**config.mk**
```make
export PLATFORM = sky130hd
export DESIGN_NAME = sync_clk_divider
export DESIGN_NICKNAME = d
export VERILOG_FILES = /design/src/rtl/cdiv_pkg.sv /design/src/rtl/cdiv_regs.sv /design/src/rtl/cdiv_sync.sv /design/src/rtl/cdiv_counter.sv /design/src/rtl/sync_clk_divider.sv
export SDC_FILE = /design/constraint.sdc
export NUM_CORES = 1
export LEC_CHECK = 0
export ABC_AREA = 0
export CAP_MARGIN = 25
export CORE_MARGIN = 1
export CORE_UTILIZATION = 40
export DETAILED_ROUTE_END_ITERATION = 16
export PLACE_DENSITY = 0.71
export SYNTH_ARGS = -nofsm -noshare
export SYNTH_HDL_FRONTEND = slang
export SYNTH_SLANG_ARGS = --single-unit
```
**constraint.sdc**
```tcl
create_clock -name clk -period 2.9 [get_ports clk]
set_clock_uncertainty 0.1 [all_clocks]
set_input_delay 0.725 -clock clk [delete_from_list [all_inputs] [get_ports clk]]
set_output_delay 0.725 -clock clk [all_outputs]
set_load 0.02 [all_outputs]
```
**src/rtl/cdiv_pkg.sv**
```systemverilog
package cdiv_pkg;
  localparam int REG_AW  = 8;
  localparam int REG_DW  = 8;
  localparam int RATIO_W = 3;
  localparam int PRE_W   = 2;

  localparam logic [REG_AW-1:0] ADDR_INSEL = 8'h09;
  localparam logic [REG_AW-1:0] ADDR_RATIO = 8'h0B;
  localparam logic [REG_AW-1:0] ADDR_SYNC  = 8'h3A;

  typedef struct packed {
    logic               hf_sel;
    logic [RATIO_W-1:0] ratio_m1;
    logic               sync_en;
    logic               sync_once;
  } cdiv_cfg_t;
endpackage

```
**src/rtl/cdiv_regs.sv**
```systemverilog
module cdiv_regs
  import cdiv_pkg::*;
(
  input  logic              clk,
  input  logic              rst_n,
  input  logic              wr,
  input  logic [REG_AW-1:0] addr,
  input  logic [REG_DW-1:0] wdata,
  output logic [REG_DW-1:0] rdata,
  output cdiv_cfg_t         cfg,
  output logic              sync_wr
);
  logic unused_wbits;
  assign unused_wbits = ^wdata[REG_DW-1:RATIO_W];

  assign sync_wr = wr && (addr == ADDR_SYNC);

  always_ff @(posedge clk or negedge rst_n) begin
    if (!rst_n) begin
      cfg <= '0;
    end else if (wr) begin
      case (addr)
        ADDR_INSEL: cfg.hf_sel   <= wdata[0];
        ADDR_RATIO: cfg.ratio_m1 <= wdata[RATIO_W-1:0];
        ADDR_SYNC: begin
          cfg.sync_en   <= wdata[1];
          cfg.sync_once <= wdata[2];
        end
        default: ;
      endcase
    end
  end

  always_comb begin
    rdata = '0;
    case (addr)
      ADDR_INSEL: rdata[0] = cfg.hf_sel;
      ADDR_RATIO: rdata[RATIO_W-1:0] = cfg.ratio_m1;
      ADDR_SYNC: begin
        rdata[1] = cfg.sync_en;
        rdata[2] = cfg.sync_once;
      end
      default: rdata = '0;
    endcase
  end
endmodule

```
**src/rtl/cdiv_sync.sv**
```systemverilog
module cdiv_sync (
  input  logic clk,
  input  logic rst_n,
  input  logic sysref,
  input  logic sync_en,
  input  logic sync_once,
  input  logic sync_wr,
  output logic fire,
  output logic armed
);
  logic ref_q1, ref_q2, ref_rise;

  always_ff @(posedge clk or negedge rst_n) begin
    if (!rst_n) begin
      ref_q1 <= 1'b0;
      ref_q2 <= 1'b0;
    end else begin
      ref_q1 <= sysref;
      ref_q2 <= ref_q1;
    end
  end

  assign ref_rise = ref_q1 & ~ref_q2;
  assign fire     = ref_rise & sync_en & (~sync_once | armed);

  always_ff @(posedge clk or negedge rst_n) begin
    if (!rst_n)                 armed <= 1'b0;
    else if (sync_wr)           armed <= 1'b1;
    else if (fire && sync_once) armed <= 1'b0;
  end
endmodule

```
**src/rtl/cdiv_counter.sv**
```systemverilog
module cdiv_counter
  import cdiv_pkg::*;
(
  input  logic               clk,
  input  logic               rst_n,
  input  logic               hf_sel,
  input  logic [RATIO_W-1:0] ratio_m1,
  input  logic               restart,
  output logic               ce,
  output logic [RATIO_W-1:0] cnt,
  output logic [PRE_W-1:0]   pre
);
  logic [RATIO_W-1:0] active_m1;
  logic tick, at_end;

  assign tick   = ~hf_sel | (pre == {PRE_W{1'b1}});
  assign at_end = (cnt == active_m1);
  assign ce     = tick & at_end;

  always_ff @(posedge clk or negedge rst_n) begin
    if (!rst_n) begin
      pre <= '0;
    end else if (restart || !hf_sel) begin
      pre <= '0;
    end else begin
      pre <= pre + 1'b1;
    end
  end

  always_ff @(posedge clk or negedge rst_n) begin
    if (!rst_n) begin
      cnt       <= '0;
      active_m1 <= '0;
    end else if (restart) begin
      cnt       <= '0;
      active_m1 <= ratio_m1;
    end else if (tick) begin
      if (at_end) begin
        cnt       <= '0;
        active_m1 <= ratio_m1;
      end else begin
        cnt <= cnt + 1'b1;
      end
    end
  end
endmodule

```
**src/rtl/sync_clk_divider.sv**
```systemverilog
module sync_clk_divider
  import cdiv_pkg::*;
(
  input  logic              clk,
  input  logic              rst_n,
  input  logic              sysref,
  input  logic              reg_wr,
  input  logic [REG_AW-1:0] reg_addr,
  input  logic [REG_DW-1:0] reg_wdata,
  output logic [REG_DW-1:0] reg_rdata,
  output logic              div_ce,
  output logic              dcs_en
);
  cdiv_cfg_t          cfg;
  logic               sync_wr, sync_fire, sync_armed;
  logic [RATIO_W-1:0] div_cnt;
  logic [PRE_W-1:0]   pre_cnt;

  cdiv_regs u_regs (
    .clk(clk), .rst_n(rst_n), .wr(reg_wr), .addr(reg_addr),
    .wdata(reg_wdata), .rdata(reg_rdata), .cfg(cfg), .sync_wr(sync_wr)
  );

  cdiv_sync u_sync (
    .clk(clk), .rst_n(rst_n), .sysref(sysref), .sync_en(cfg.sync_en),
    .sync_once(cfg.sync_once), .sync_wr(sync_wr), .fire(sync_fire),
    .armed(sync_armed)
  );

  cdiv_counter u_cnt (
    .clk(clk), .rst_n(rst_n), .hf_sel(cfg.hf_sel), .ratio_m1(cfg.ratio_m1),
    .restart(sync_fire), .ce(div_ce), .cnt(div_cnt), .pre(pre_cnt)
  );

  assign dcs_en = |cfg.ratio_m1;
endmodule

```
# After elaboration in Yosys (flattened, before gate mapping)
# Index checks and enable logic that the tools add are counted.
# classes
addsub,2
mul,0
n_div,0
n_lt_le_gt_ge,0
n_eq_ne,5
shift,0
n_mux,11
bitwise,9
reduce_logical,12
# ops
cell,n
3-bit two-way mux,6
8-bit by 4-bit == test with 1-bit output (second input constant),2
8-bit by 6-bit == test with 1-bit output (second input constant),1
2-bit AND reduction,4
2-bit nonzero test,3
1-bit bitwise AND,4
2-bit case mux with 2 select lines,1
3-bit by 1-bit adder with 3-bit output (second input constant),1
3-bit == test,1
1-bit NOT,3
3-bit OR reduction,1
2-bit by 1-bit adder with 2-bit output (second input constant),1
2-bit == test (second input constant),1
1-bit logical AND,2
1-bit two-way mux,2
2-bit two-way mux,1
1-bit OR,2
1-bit case mux with 2 select lines,1
1-bit zero test,1
1-bit logical OR,1
# totals
register_bits,17
latchBits,0
ram_bits,0
mem_bits_ro,0
inputBits,20
output_inout_bits,10
memories,0

# Longest topological paths before layout
# Gate-level depths: netlist (run 1).
# logic_depth
depth_word,7
depth_mapped,5
ltp_nobuf,5

# By module
# A second synthesis (run 1) with hierarchy kept.
# hier_totals
hier_cells,83
area_unflattened_um2,948.4
# modules_own_cells
module,instances,cells_per_inst,area_each_um2
cdiv_counter,1,42,437.9
cdiv_regs,1,32,397.9
cdiv_sync,1,8,106.4
sync_clk_divider,1,1,6.3

# Worst setup path before layout (run 1)
# OpenSTA, ideal clock, no wires.
# synth_timing
path_type,input to output
from,input port reg_addr[7]
to,output port reg_rdata[0]
arrival_ns,1.463
t_required_ns,2.075
slack_ns,0.612
cell_stages,3
cell_sequence,nor4b_4 > nand2_1 > nor2_1
# synth_via
elab_chain_len,2
word_cells_on_any_way,3
classes_between,2 x eq/ne; 1 x mux
# synth_rtl
element,line,text
"start, declared",sync_clk_divider.sv:8,"input logic [REG_AW-1:0] reg_addr,"
8-bit by 4-bit == test with 1-bit output,cdiv_regs.sv:36,case (addr)
1-bit case mux with 2 select lines *,cdiv_regs.sv:36,
"end, declared",sync_clk_divider.sv:10,"output logic [REG_DW-1:0] reg_rdata,"
# Mark *: on every way between the ends. The rest lies on a longest branch, timed or not.

# Worst setup path in the final report (run 1)
# layout_timing
from,register u_cnt.cnt[0]
to,output port div_ce
# layout_via
elab_chain_len,2
# layout_rtl
element,line,text
"start, declared",cdiv_counter.sv:10,"output logic [RATIO_W-1:0] cnt,"
"start signal, assigned",cdiv_counter.sv:42,cnt <= cnt + 1'b1;
3-bit == test,cdiv_counter.sv:17,assign at_end = (cnt == active_m1);
1-bit bitwise AND,cdiv_counter.sv:18,assign ce = tick & at_end;
"end, declared",sync_clk_divider.sv:11,"output logic div_ce,"
# Every way passes these cells.

==> flow_metrics.tcl, run 1 <==
set metrics [dict create \
    outcome "complete, no violations" \
    stdcell_count 136 \
    cts.root.buffer_cell "clkbuf_4" \
    ys_top_cells_by_count "17 x dfrtp_1, 8 x mux2_2, 8 x nand2_1" \
    crit_start "u_cnt.cnt[0]$_DFFE_PN0P_" \
    track_usage_pct 15.65 \
    antenna_found_initial 0 \
    crit_path_end_kind "output port" \
    area_delta_synth_final_pct 25.88 \
    r2r_slack_ns 1.19 \
    grt_pass1_vias 667 \
    dpl_worst_slack_ns -0.3261 \
    die_y_microns 50.05 \
    initial_core_util_pct 42.15 \
    first_pass_iters 6 \
    die-area_sq_um 2505 \
    synthTopCellsByArea "dfrtp_1 46%, mux2_2 9.8%, buf_4 4.1%, nand2_1 3.3%, xnor2_1 2.8%" \
    synth_seq_cells 17 \
    vdd_drop_max_v 0.0004549 \
    yosysMostFrequentCell "dfrtp_1" \
    yosysWarnings 0 \
    io_buffer_count 19 \
    cp-start-kind "register" \
    nets 131 \
    crit_end "div_ce" \
    place_inst 131 \
    worstMarginPinSlew_ns 0.7649 \
    synth_top_area_cell "dfrtp_1" \
    finalPower_mw 0.7132 \
    setup.worst_path.class "register to output port" \
    wl_per_cell_microns 12.63 \
    finalHoldViolations 0 \
    period_share_pct 96.80 \
    dpl_cell_area_sq_um 1141 \
    overflow 0 \
    maxCapViolations 0 \
    place.gp.congestion 0.7636 \
    grt_max_degree 18 \
    h-tree-depth 1 \
    drc_errors 0 \
    worst_slack_ns 0.09282 \
    fin_crit_ns 2.807 \
    critPathRequiredTime_ns 2.08 \
    finalInstanceArea_sq_um 1162 \
    clk_latency_ns 0.28 \
    r2r_cells 5 \
    cp_max_fo 4 \
    avgSynthCellArea_sq_um 11.13 \
    hp-class "register to register" \
    coreArea_sq_um 2191 \
    cts_tree "built" \
    num_vias 698 \
    max_freq_mhz 356.2 \
    fillers 198 \
    row_count 17 \
    die_x_microns 50.05 \
    finalSetupViolCount 0 \
    clock-sinks 17 \
    post-dp-hpwl_mm 1.350 \
    hold_buffers 0 \
    synth_ff_type "dfrtp_1" \
    synth_cells 83 \
    drv_slew 0 \
    seq_area_frac_synth_pct 46.07 \
    ios 30 \
    power.leakage_nw 0.5146 \
    wl_mm 1.717 \
    tns_ns 0 \
    drive_gt1_share_pct 23.15 \
    routed_via_density 5.132 \
    async_flop_share_pct 100.0 \
    diodes 0 \
    syn_area_sq_um 923.4 \
    drt_iter0_markers 10 \
    p_per_area_nw_per_um2 613.6 \
    min-delay-start "u_sync.ref_q1$_DFF_PN0_" \
    slew-limit-headroom_pct 48.85 \
    ant_nets 0 \
    r2r-start "u_cnt.pre[0]$_DFF_PN0_" \
    path_clk_slew_ns 0.09 \
    grt_first_pass_wirelength_mm 2.884 \
    synth.distinct_cells 28 \
    critPathArrivalTime_ns 1.98 \
    r2r_end "u_cnt.active_m1[1]$_DFFE_PN0P_" \
    rsz0062_at_grt "no" \
    cts_buffers 3 \
    synth_top_area_share_pct 46.07 \
    clk_path_buf_depth 2 \
    synth-edff-count 0 \
]
-- critical path, cell delays in order, from the launching register on --
cell and delay (ns):
dfrtp_1 0.44, xnor2_1 0.27, and3_4 0.26, and2_1 0.14, clkdlybuf4s50_1 0.60
-- cell families (layout without fill, tap and decap cells) --
family | after synthesis | in the layout | synth area share (%)
AND/OR/NAND/NOR | 30 | 30 | 20.73
other | 1 | 5 | 0.4061
buffers and inverters | 7 | 28 | 4.879
XOR/XNOR | 3 | 3 | 2.846
adder cells (fa/ha/maj) | 2 | 2 | 2.710
AO/OA/AOI/OAI | 14 | 14 | 11.52
multiplexers | 9 | 9 | 10.84
flip-flops | 17 | 17 | 46.07
-- per-layer routing --
layer | global-route usage, % | vias up | part of all wire [%]
met5 | 0 | - | 0
met3 | 5.556 | 2 | 3.6
li1 | - | 341 | -
met2 | 28.00 | 15 | 52
met1 | 18.29 | 340 | 43
met4 | 1.429 | 0 | 0.35
-- worst min-delay path by stage --
stage	endpoint	slack, ns	depth (start not counted)
final	u_sync.ref_q2$_DFF_PN0_	0.29	0
after global routing	u_sync.ref_q2$_DFF_PN0_	0.32	0
after CTS	u_sync.ref_q2$_DFF_PN0_	0.30	0
after detailed placement	u_sync.ref_q2$_DFF_PN0_	0.27	0
after global placement	u_sync.ref_q2$_DFF_PN0_	0.26	0
after floorplan	u_sync.ref_q2$_DFF_PN0_	0.25	0
-- stage by stage --
stage | util, % | hold WS (ns)
after floorplan | - | 0.2535
after global placement | 52.08 | 0.2594
after detailed placement | 52.08 | 0.2731
after CTS | 53.40 | 0.2952
after global routing | 53.06 | 0.3176
final | 53.06 | 0.2925
-- layout by cell type, fill, tap and decap left out, types with 3 or more instances in the layout --
cell type and instances:
conb_1 5, a21oi_1 3, clkdlybuf4s50_1 16, buf_4 3, nand3_1 3, mux2_2 8, clkbuf_4 3, nand2_1 8
nor2_1 5, dfrtp_1 17, xnor2_1 3, a22oi_1 3, o21ai_0 3
-- area by class of cell --
class	instances	area [sq um]	area share [%]
multi-input combinational	63	470.5	40.47
tap	28	35.03	3.014
timing repair buffer	22	197.7	17.01
sequential	17	425.4	36.60
inverter	2	7.507	0.6459
clock buffer	4	26.28	2.261
-- where the power goes --
part / leakage, nW / internal (mW) / switching [mW]
Clock: 0.0150 / 0.0534 / 0.0674
Sequential: 0.220 / 0.275 / 0.0396
Combinational: 0.280 / 0.141 / 0.137
Total: 0.515 / 0.469 / 0.244
-- sequential cells by signal, indices dropped and copies added (netlist names) --
register         count
u_sync.ref_q2        1
u_regs.cfg           6
u_cnt.cnt            3
u_sync.armed         1
u_sync.ref_q1        1
u_cnt.pre            2
u_cnt.active_m1      3
-- what timing repair did --
item                                    CTS  global route
pin swaps                                 0             2
endpoints found under the setup margin    3             4
setup buffers                             0             1
gates resized for setup                   8             4
No activity file was read; power rests on OpenSTA's default activity.
==> inputs of run 2 (changes only) <==
- CTS_CLUSTER_DIAMETER: unset -> 40
- clock period: 2.9 -> 3.4 ns (I/O delays scaled with it)
==> run 2 against run 1 <==
- setup slack better by 0.14 ns
- combinational power is 17% lower
- global-route usage is 0.065 points higher
- routed wire length is 2.4% lower
- worst hold slack worse by 0.0097 ns
- via count is 1.1% lower
- highest routed layer is now met3
==> flow_metrics.tcl, run 2 (same netlist as run 1, synthesis figures left out) <==
set metrics [dict create \
    overflow 0 \
    share_clk_of_total_power_pct 17.7 \
    io_buffer_count 19 \
    diodes 0 \
    track_usage_pct 15.71 \
    critPathArrivalTime_ns 2.22 \
    cts.root.buffer_cell "clkbuf_4" \
    dpl_cell_area_sq_um 1134 \
    p_per_area_nw_per_um2 524.0 \
    post-dp-hpwl_mm 1.358 \
    crit_slowest_cell "clkdlybuf4s50_1" \
    r2r_slack_ns 1.65 \
    slew-limit-headroom_pct 51.63 \
    antenna_found_initial 0 \
    crit_path_end_kind "output port" \
    final_cell_mix "17 x dfrtp_1, 16 x clkdlybuf4s50_1, 8 x nand2_1, 8 x mux2_2" \
    switching_share_pct 34.62 \
    wl_mm 1.676 \
    num_vias 690 \
    area_delta_synth_final_pct 25.34 \
    cp-start-kind "input port" \
    nets 129 \
    hold_buffers 0 \
    cp_max_fo 4 \
    min_to "u_sync.ref_q2$_DFF_PN0_" \
    die-area_sq_um 2505 \
    combinationalPowerShare_pct 38.1 \
    hold_depth 0 \
    cts_tree "built" \
    max_freq_mhz 315.3 \
    finalInstanceArea_sq_um 1157 \
    finalSetupViolCount 0 \
    critPathRequiredTime_ns 2.45 \
    seq_power_share_pct 44.2 \
    final_util_pct 52.83 \
    path_clk_slew_ns 0.09 \
    grt_first_pass_wirelength_mm 2.898 \
    drc_errors 0 \
    cts_buffers 3 \
    place.gp.congestion 0.7619 \
    clk_path_buf_depth 2 \
    initial_core_util_pct 42.15 \
    ant_nets 0 \
    drive_gt1_share_pct 18.87 \
    wl_per_cell_microns 12.51 \
    period_share_pct 93.29 \
    worstMarginPinSlew_ns 0.7233 \
    finalHoldViolations 0 \
    maxCapViolations 0 \
    clock-sinks 17 \
    ios 30 \
    cpPeakStageDelay_ns 0.44 \
    path_cells "clkdlybuf4s50_1, nor4b_4, nand2_1, nor2_1, dlygate4sd2_1" \
    reg_top3 "u_regs.cfg (6), u_cnt.active_m1 (3), u_cnt.cnt (3)" \
    h-tree-depth 1 \
    grt_pass1_vias 690 \
    path_delay_family "buffers and inverters" \
    tns_ns 0 \
    clk_latency_ns 0.29 \
    p_sw_mw 0.2100 \
    internal_power_mw 0.3965 \
    coreArea_sq_um 2191 \
    vdd_drop_max_v 0.0002951 \
    min-delay-start "u_sync.ref_q1$_DFF_PN0_" \
    r2r_end "u_cnt.active_m1[0]$_DFFE_PN0P_" \
    drv_slew 0 \
    largest_reg_flops 6 \
    row_count 17 \
    routed_via_density 5.149 \
    hp-class "register to register" \
    die_x_microns 50.05 \
    setup.worst_path.class "input port to output port" \
    r2r-start "u_cnt.pre[0]$_DFF_PN0_" \
    grt_max_degree 18 \
    fin_crit_ns 3.172 \
    r2r_cells 5 \
    regMostFlops "u_regs.cfg" \
    crit_buf_inv 2 \
    rsz0062_at_grt "no" \
    layout_commonest_cell "dfrtp_1" \
    first_pass_iters 4 \
    power.leakage_nw 0.5158 \
    drt_iter0_markers 6 \
    outcome "complete, no violations" \
    die_y_microns 50.05 \
]
[run 2: how the worst max path moves through the flow]
stage	cells past startpoint	endpoint	slack, ns	from
6_report	5	reg_rdata[2]	0.23	reg_addr[7]
3_5_place_dp	5	reg_rdata[2]	-0.06	reg_addr[7]
2_1_floorplan	3	reg_rdata[0]	0.86	reg_addr[7]
3_3_place_gp	5	reg_rdata[0]	-0.06	reg_addr[7]
4_1_cts	5	reg_rdata[0]	0.21	reg_addr[7]
5_1_grt	5	reg_rdata[2]	0.11	reg_addr[7]
[run 2: final cells by class]
cell class / instances / area (sq um)
inverter: 2 / 7.507
clock buffer: 3 / 22.52
fill: 200 / 1033
clock inverter: 1 / 5.005
timing repair buffer: 20 / 193.9
multi-input combinational: 63 / 467.9
sequential: 17 / 425.4
tap: 28 / 35.03
[run 2: power groups by stage]
stage               combinational (mW)  clock (mW)  sequential [mW]
detailed placement               0.232           0            0.272
global route                     0.263       0.119            0.274
finish                           0.231       0.107            0.268
CTS                              0.233       0.111            0.268
global placement                 0.222           0            0.270
floorplan                        0.174           0            0.263
[run 2: timing repair]
action                                  4_1_cts  5_1_grt
endpoints found under the setup margin        3        0
gates resized for setup                       3        0
setup buffers                                 0        0
[run 2: layer usage]
metal,wire [microns],up-vias,global-route usage [%]
met5,0,-,0
met4,0,0,3.333
met3,83,0,7.407
met2,908,17,27.33
met1,683,336,17.12
li1,-,337,-
[run 2: through the flow]
step	hold slack, ns	total power [mW]	setup WS [ns]	cells
after detailed placement	0.2619	0.5044	-0.06071	130
final	0.2828	0.6065	0.2282	134
after floorplan	0.2535	0.4373	0.8625	87
after global routing	0.2877	0.6551	0.1133	134
after CTS	0.2857	0.6117	0.2149	134
after global placement	0.2613	0.4919	-0.06304	130
